$ cat src/rtl/rcu_pkg.sv
package rcu_pkg;

    typedef enum logic [1:0] {
        ST_RUN     = 2'd0,
        ST_HOLD    = 2'd1,
        ST_STRETCH = 2'd2
    } rst_state_e;

    // Event bits of the status byte, bit 7 down to bit 4.
    typedef struct packed {
        logic pwr;   // power-on or brown-out
        logic stop;  // stop-mode recovery
        logic wdt;   // watchdog time-out
        logic pin;   // external pin
    } cause_t;

    localparam cause_t CAUSE_POWER = '{pwr: 1'b1, stop: 1'b0, wdt: 1'b0, pin: 1'b0};
    localparam cause_t CAUSE_WAKE  = '{pwr: 1'b0, stop: 1'b1, wdt: 1'b0, pin: 1'b0};
    localparam cause_t CAUSE_NONE  = '0;

endpackage

$ cat src/rtl/rcu_pin_filter.sv
module rcu_pin_filter #(
    parameter int FILT_LEN = 4
) (
    input  logic clk,
    input  logic rst_n,
    input  logic pin_n,
    output logic pin_req
);
    localparam int CW = $clog2(FILT_LEN + 1);
    localparam logic [CW-1:0] FULL = CW'(FILT_LEN);

    logic       sync1_q, sync2_q;
    logic [CW-1:0] low_cnt_q;

    // Two-flop synchronizer, idles high.
    always_ff @(posedge clk or negedge rst_n) begin
        if (!rst_n) begin
            sync1_q <= 1'b1;
            sync2_q <= 1'b1;
        end else begin
            sync1_q <= pin_n;
            sync2_q <= sync1_q;
        end
    end

    // Count consecutive low samples; saturate at FILT_LEN; any high sample restarts.
    always_ff @(posedge clk or negedge rst_n) begin
        if (!rst_n) begin
            low_cnt_q <= '0;
        end else if (sync2_q) begin
            low_cnt_q <= '0;
        end else if (low_cnt_q != FULL) begin
            low_cnt_q <= low_cnt_q + 1'b1;
        end
    end

    assign pin_req = (low_cnt_q == FULL);

endmodule

$ cat src/rtl/rcu_sequencer.sv
module rcu_sequencer
    import rcu_pkg::*;
#(
    parameter int STRETCH_LEN = 16
) (
    input  logic   clk,
    input  logic   rst_n,
    input  logic   bo_req,
    input  logic   wdt_req,
    input  logic   pin_req,
    input  logic   in_stop,
    input  logic   stop_wake,
    output logic   sys_rst,
    output logic   capture,
    output cause_t cause,
    output logic   wake_evt
);
    localparam int CW = (STRETCH_LEN > 2) ? $clog2(STRETCH_LEN) : 1;
    localparam logic [CW-1:0] LAST = CW'(STRETCH_LEN - 1);

    rst_state_e    state_q, state_d;
    logic [CW-1:0] cnt_q;
    logic          any_req;

    assign any_req = bo_req | wdt_req | pin_req;

    // State register and stretch counter.
    always_ff @(posedge clk or negedge rst_n) begin
        if (!rst_n) begin
            state_q <= ST_STRETCH;
            cnt_q   <= '0;
        end else begin
            state_q <= state_d;
            if (state_q == ST_STRETCH && state_d == ST_STRETCH) begin
                cnt_q <= cnt_q + 1'b1;
            end else begin
                cnt_q <= '0;
            end
        end
    end

    // Next-state logic.
    always_comb begin
        state_d = state_q;
        unique case (state_q)
            ST_RUN: begin
                if (any_req) state_d = ST_HOLD;
            end
            ST_HOLD: begin
                if (!any_req) state_d = ST_STRETCH;
            end
            ST_STRETCH: begin
                if (any_req)            state_d = ST_HOLD;
                else if (cnt_q == LAST) state_d = ST_RUN;
            end
            default: state_d = ST_STRETCH;
        endcase
    end

    // Outputs.
    always_comb begin
        sys_rst  = 1'b1;
        capture  = 1'b0;
        wake_evt = 1'b0;
        cause    = CAUSE_NONE;
        unique case (state_q)
            ST_RUN: begin
                sys_rst  = 1'b0;
                capture  = any_req;
                wake_evt = !any_req && stop_wake;
                if (bo_req) begin
                    cause.pwr = 1'b1;
                end else if (wdt_req) begin
                    cause.wdt = 1'b1;
                end else if (pin_req) begin
                    cause.pin  = 1'b1;
                    cause.stop = in_stop;
                end
            end
            ST_HOLD, ST_STRETCH: begin
                sys_rst = 1'b1;
            end
            default: sys_rst = 1'b1;
        endcase
    end

endmodule

$ cat src/rtl/rcu_status.sv
module rcu_status
    import rcu_pkg::*;
(
    input  logic       clk,
    input  logic       rst_n,
    input  logic       capture,
    input  cause_t     cause,
    input  logic       wake_evt,
    input  logic       rd_hit,
    input  logic       lvd_live,
    output logic [7:0] status
);
    cause_t evt_q;

    always_ff @(posedge clk or negedge rst_n) begin
        if (!rst_n) begin
            evt_q <= CAUSE_POWER;
        end else if (capture) begin
            evt_q <= cause;
        end else if (wake_evt) begin
            evt_q <= CAUSE_WAKE;
        end else if (rd_hit) begin
            evt_q <= CAUSE_NONE;
        end
    end

    assign status = {evt_q, lvd_live, 3'b000};

endmodule

$ cat src/rtl/rcu_lvd.sv
module rcu_lvd (
    input  logic clk,
    input  logic rst_n,
    input  logic lvd_below,
    input  logic bod_enable,
    input  logic irq_en,
    output logic lvd_live,
    output logic irq
);
    logic s1_q, s2_q, prev_q;

    always_ff @(posedge clk or negedge rst_n) begin
        if (!rst_n) begin
            s1_q   <= 1'b0;
            s2_q   <= 1'b0;
            prev_q <= 1'b0;
        end else begin
            s1_q   <= lvd_below;
            s2_q   <= s1_q;
            prev_q <= lvd_live;
        end
    end

    assign lvd_live = bod_enable & s2_q;
    assign irq      = irq_en & lvd_live & ~prev_q;

endmodule

$ cat src/rtl/reset_cause_unit.sv
module reset_cause_unit
    import rcu_pkg::*;
#(
    parameter int          FILT_LEN    = 4,
    parameter int          STRETCH_LEN = 16,
    parameter int          ADDR_W      = 8,
    parameter logic [ADDR_W-1:0] REG_ADDR = 8'h3C
) (
    input  logic              clk,
    input  logic              por_n,
    input  logic              ext_rst_n,
    input  logic              brownout_det,
    input  logic              bod_enable,
    input  logic              wdt_timeout,
    input  logic              in_stop,
    input  logic              stop_wake,
    input  logic              lvd_below,
    input  logic              lvd_irq_en,
    input  logic [ADDR_W-1:0] bus_addr,
    input  logic              bus_rd,
    input  logic              bus_wr,
    input  logic [7:0]        bus_wdata,
    output logic [7:0]        bus_rdata,
    output logic              wdt_ctl_we,
    output logic [7:0]        wdt_ctl_data,
    output logic              sys_rst,
    output logic              lvd_irq
);
    logic       pin_req, bo_req, capture, wake_evt, lvd_live;
    logic       addr_hit, rd_hit, wr_hit;
    cause_t     cause;
    logic [7:0] status;

    assign bo_req   = brownout_det & bod_enable;
    assign addr_hit = (bus_addr == REG_ADDR);
    assign rd_hit   = addr_hit & bus_rd;
    assign wr_hit   = addr_hit & bus_wr;

    rcu_pin_filter #(.FILT_LEN(FILT_LEN)) u_filter (
        .clk     (clk),
        .rst_n   (por_n),
        .pin_n   (ext_rst_n),
        .pin_req (pin_req)
    );

    rcu_sequencer #(.STRETCH_LEN(STRETCH_LEN)) u_seq (
        .clk       (clk),
        .rst_n     (por_n),
        .bo_req    (bo_req),
        .wdt_req   (wdt_timeout),
        .pin_req   (pin_req),
        .in_stop   (in_stop),
        .stop_wake (stop_wake),
        .sys_rst   (sys_rst),
        .capture   (capture),
        .cause     (cause),
        .wake_evt  (wake_evt)
    );

    rcu_status u_status (
        .clk      (clk),
        .rst_n    (por_n),
        .capture  (capture),
        .cause    (cause),
        .wake_evt (wake_evt),
        .rd_hit   (rd_hit),
        .lvd_live (lvd_live),
        .status   (status)
    );

    rcu_lvd u_lvd (
        .clk        (clk),
        .rst_n      (por_n),
        .lvd_below  (lvd_below),
        .bod_enable (bod_enable),
        .irq_en     (lvd_irq_en),
        .lvd_live   (lvd_live),
        .irq        (lvd_irq)
    );

    assign bus_rdata    = rd_hit ? status : 8'h00;
    assign wdt_ctl_we   = wr_hit;
    assign wdt_ctl_data = bus_wdata;

endmodule

$ cat config.mk
export PLATFORM = sky130hd
export DESIGN_NAME = reset_cause_unit
export DESIGN_NICKNAME = d
export VERILOG_FILES = /design/src/rtl/rcu_pkg.sv /design/src/rtl/rcu_pin_filter.sv /design/src/rtl/rcu_sequencer.sv /design/src/rtl/rcu_status.sv /design/src/rtl/rcu_lvd.sv /design/src/rtl/reset_cause_unit.sv
export SDC_FILE = /design/constraint.sdc
export NUM_CORES = 1
export LEC_CHECK = 0
export BUFFER_PORTS_ARGS = -buffer_cell sky130_fd_sc_hd__buf_2
export CORE_MARGIN = 3
export CORE_UTILIZATION = 42
export CTS_CLUSTER_DIAMETER = 120
export DETAILED_ROUTE_END_ITERATION = 16
export GPL_TIMING_DRIVEN = 0
export PLACE_DENSITY_LB_ADDON = 0.1
export SYNTH_ARGS = -nofsm -noshare
export SYNTH_HDL_FRONTEND = slang
export SYNTH_HIERARCHICAL = 1
export SYNTH_SLANG_ARGS = --single-unit
$ cat constraint.sdc
create_clock -name clk -period 1.63 [get_ports clk]
set_clock_uncertainty 0.05 [all_clocks]
set_input_delay 0.326 -clock clk [delete_from_list [all_inputs] [get_ports clk]]
set_output_delay 0.326 -clock clk [all_outputs]
set_load 0.05 [all_outputs]
==> reports/results.ini <==
[run_status]
run_status=complete, no violations

[place]
postPlaceCellArea_mm2=0.001305
post-dp-hpwl_um=1609
routabilityCongestion=0.7049
io_buffers=34

[logic_synthesis]
synthesis.area_mm2=0.001085
yosysTopAreaCellShare_pct=32.30
yosysUniqueCellTypes=30
yosysWarnings=6
async_flop_share_pct=100.0
synth_commonest_cells=dfrtp_1, buf_4, nor2_1, nor3_2, nand2_1
synthTopCellsByArea=dfrtp_1, nor3_2, dfstp_2, buf_4, nor2_1
syn-instance-count=109
synthMostInstantiatedCell=dfrtp_1
synth.ff_latch_count=18
synth_largest_area_cell=dfrtp_1
postSynthAreaPerCell_um2=9.952
synth_top_flop_cell=dfrtp_1
synth_enable_flop_cells=0
seq_area_frac_synth_pct=41.98

[floorplan]
std_cell_rows=17
start_util_pct=46.36
core_area_mm2=0.002340
die_area_mm2=0.003229
design.portCount=47
die_w_um=56.82
die_h_um=56.82

[global_route]
antenna_found_initial=0
grt_max_degree=19
met1_usage_pct=14.81
grtUsageMet2_pct=21.78
grt_pass1_wl_um=3318
grt-ovfl-total=0
grt_pass1_vias=849
grt_use_total_pct=12.80
use_met3_pct=4.138
busiest_layer=met2

[timing]
fin_crit_sh_pct=97.36
fin_crit_ps=1587
slew_headroom_pct=43.02
fmax_mhz=630.1
rsz0062_at_grt=yes
hold_violations=0
setup_viol=0
tns_ps=0
slew_violations=0
tightest_slew_ps=850.0

[layout]
areaGrowthSynthToFinish_pct=33.56
stdcell_area_mm2=0.001449
antenna_cells=0
drive_gt1_share_pct=56.77
layout.nets=187

[pwr]
intPower_mw=0.8223
leakagePower_nw=0.6944
max-vdd-ir-drop_uv=676.8
comb_power_share_pct=31.5
switching_share_pct=31.45
switchingPower_mw=0.3773
seqPwrFrac_pct=46.1
power_density_mw_per_mm2=827.9
pwr-share-clk_pct=22.4

[cts]
cts.sinks=18
clkLatencyLatePin_ps=290
cts_buffers=3
htree_levels=1
cts_buffer_depth=2
root_buffer=clkbuf_4
path_clk_slew_ps=100
cts_tree=built

[critical_path]
cp-start-kind=register
cpMaxStageDelayCell=dfstp_2
cp_cell_sequence=nand2_2 > nor3_2 > buf_6
critical_path_arrival_ps=1210
critPathKind=reg2out
cp.required_ps=1250
reg2regPathDepth=7
critPathCaptureType=output port
max_stage_delay_ps=550
crit_fanout=2

[detailed_routing]
detail-route-antenna-nets=0
routedWlPerCell_um=11.31
drc=0
drtIter0Drc=20
vias=893
routed_via_density=4.880
totalWireLength_um=2070
first_pass_iters=4

[min_path]
hold_class=in2reg
holdPathStages=1

[run]
drv_cap=0

## registers in the layout, indices dropped and copies added, names as in the netlist
name                flops
u_lvd/s1_q              1
u_seq/state_q           2
u_seq/cnt_q             4
u_lvd/prev_q            1
u_status/status         4
u_filter/sync1_q        1
u_filter/sync2_q        1
u_filter/low_cnt_q      3
u_lvd/s2_q              1
## cells in the final DEF (no fill, tap or decap), types with 4 or more instances in the layout
cell type	count
buf_2	28
dfstp_2	4
inv_1	4
dfrtp_1	14
nand3_1	4
nand2_1	6
nor2_1	8
a21oi_1	6
nor3_2	11
buf_4	19
clkbuf_4	5
nor2b_1	4
## stage by stage
step	utilization, %	cells	power [mW]	hold WS [ps]	setup WS (ps)
floorplan	-	111	0.7852	-19.59	-93.73
global placement	55.78	173	0.8540	218.2	-75.72
detailed placement	55.78	173	0.8639	222.4	-116.5
CTS	59.20	179	1.162	62.68	-1.606
global route	61.93	183	1.280	42.90	-27.18
finish	61.93	183	1.200	75.11	43.02
## power groups by stage
stage | logic [mW] | clock network (mW) | registers, mW
finish | 0.378 | 0.269 | 0.553
global route | 0.416 | 0.305 | 0.559
CTS | 0.328 | 0.283 | 0.550
detailed placement | 0.306 | 0 | 0.558
global placement | 0.299 | 0 | 0.555
floorplan | 0.238 | 0 | 0.547
## cell families (layout without fill, tap and decap cells)
group                    after synthesis  count (layout)  share of synthesized area [%]
AO/OA/AOI/OAI                         11              11                          6.921
XOR/XNOR                               2               2                          1.615
adder cells (fa/ha/maj)                3               3                          3.461
buffers and inverters                 21              65                          12.46
flip-flops                            18              18                          41.98
other                                  1               3                         0.3457
AND/OR/NAND/NOR                       53              53                          33.22
## final timing paths
kind | from | to | slack [ps]
setup / recovery | u_status/status[7] | bus_rdata[7] | 40
hold / removal | ext_rst_n | u_filter/sync1_q | 80
setup reg to reg | u_filter/low_cnt_q[0] | u_status/status[4] | 50
hold reg to reg | u_filter/sync1_q | u_filter/sync2_q | 310
max in group asynchronous | por_n | u_filter/sync2_q | 780
min in group asynchronous | por_n | u_seq/cnt_q[2] | 420
## timing repair
item | CTS | global route
endpoints found under the hold margin | 14 | 0
setup endpoints to repair | 7 | 11
pin swaps | 1 | 4
hold buffers | 1 | 0
setup buffers | 1 | 5
gates resized for setup | 10 | 12
## routing by layer
metal	vias up	wire [um]
li1	438	-
met1	408	786
met2	43	995
met3	4	258
met4	0	29
met5	-	0
## critical path, delay by kind of cell, from the launching register on
family | cells | cell delay [ps]
buffers and inverters | 1 | 180
flip-flops | 1 | 550
AND/OR/NAND/NOR | 2 | 190
## layout make-up
class	instances	area, um^2
Fill cell	210	890.9
Timing Repair Buffer	41	255.2
Sequential cell	18	455.4
Clock buffer	4	36.28
Buffer	14	105.1
Inverter	6	22.52
Tap cell	28	35.03
Multi-Input combinational cell	72	539.3
Note: power is estimated with default switching activity, not from simulation.
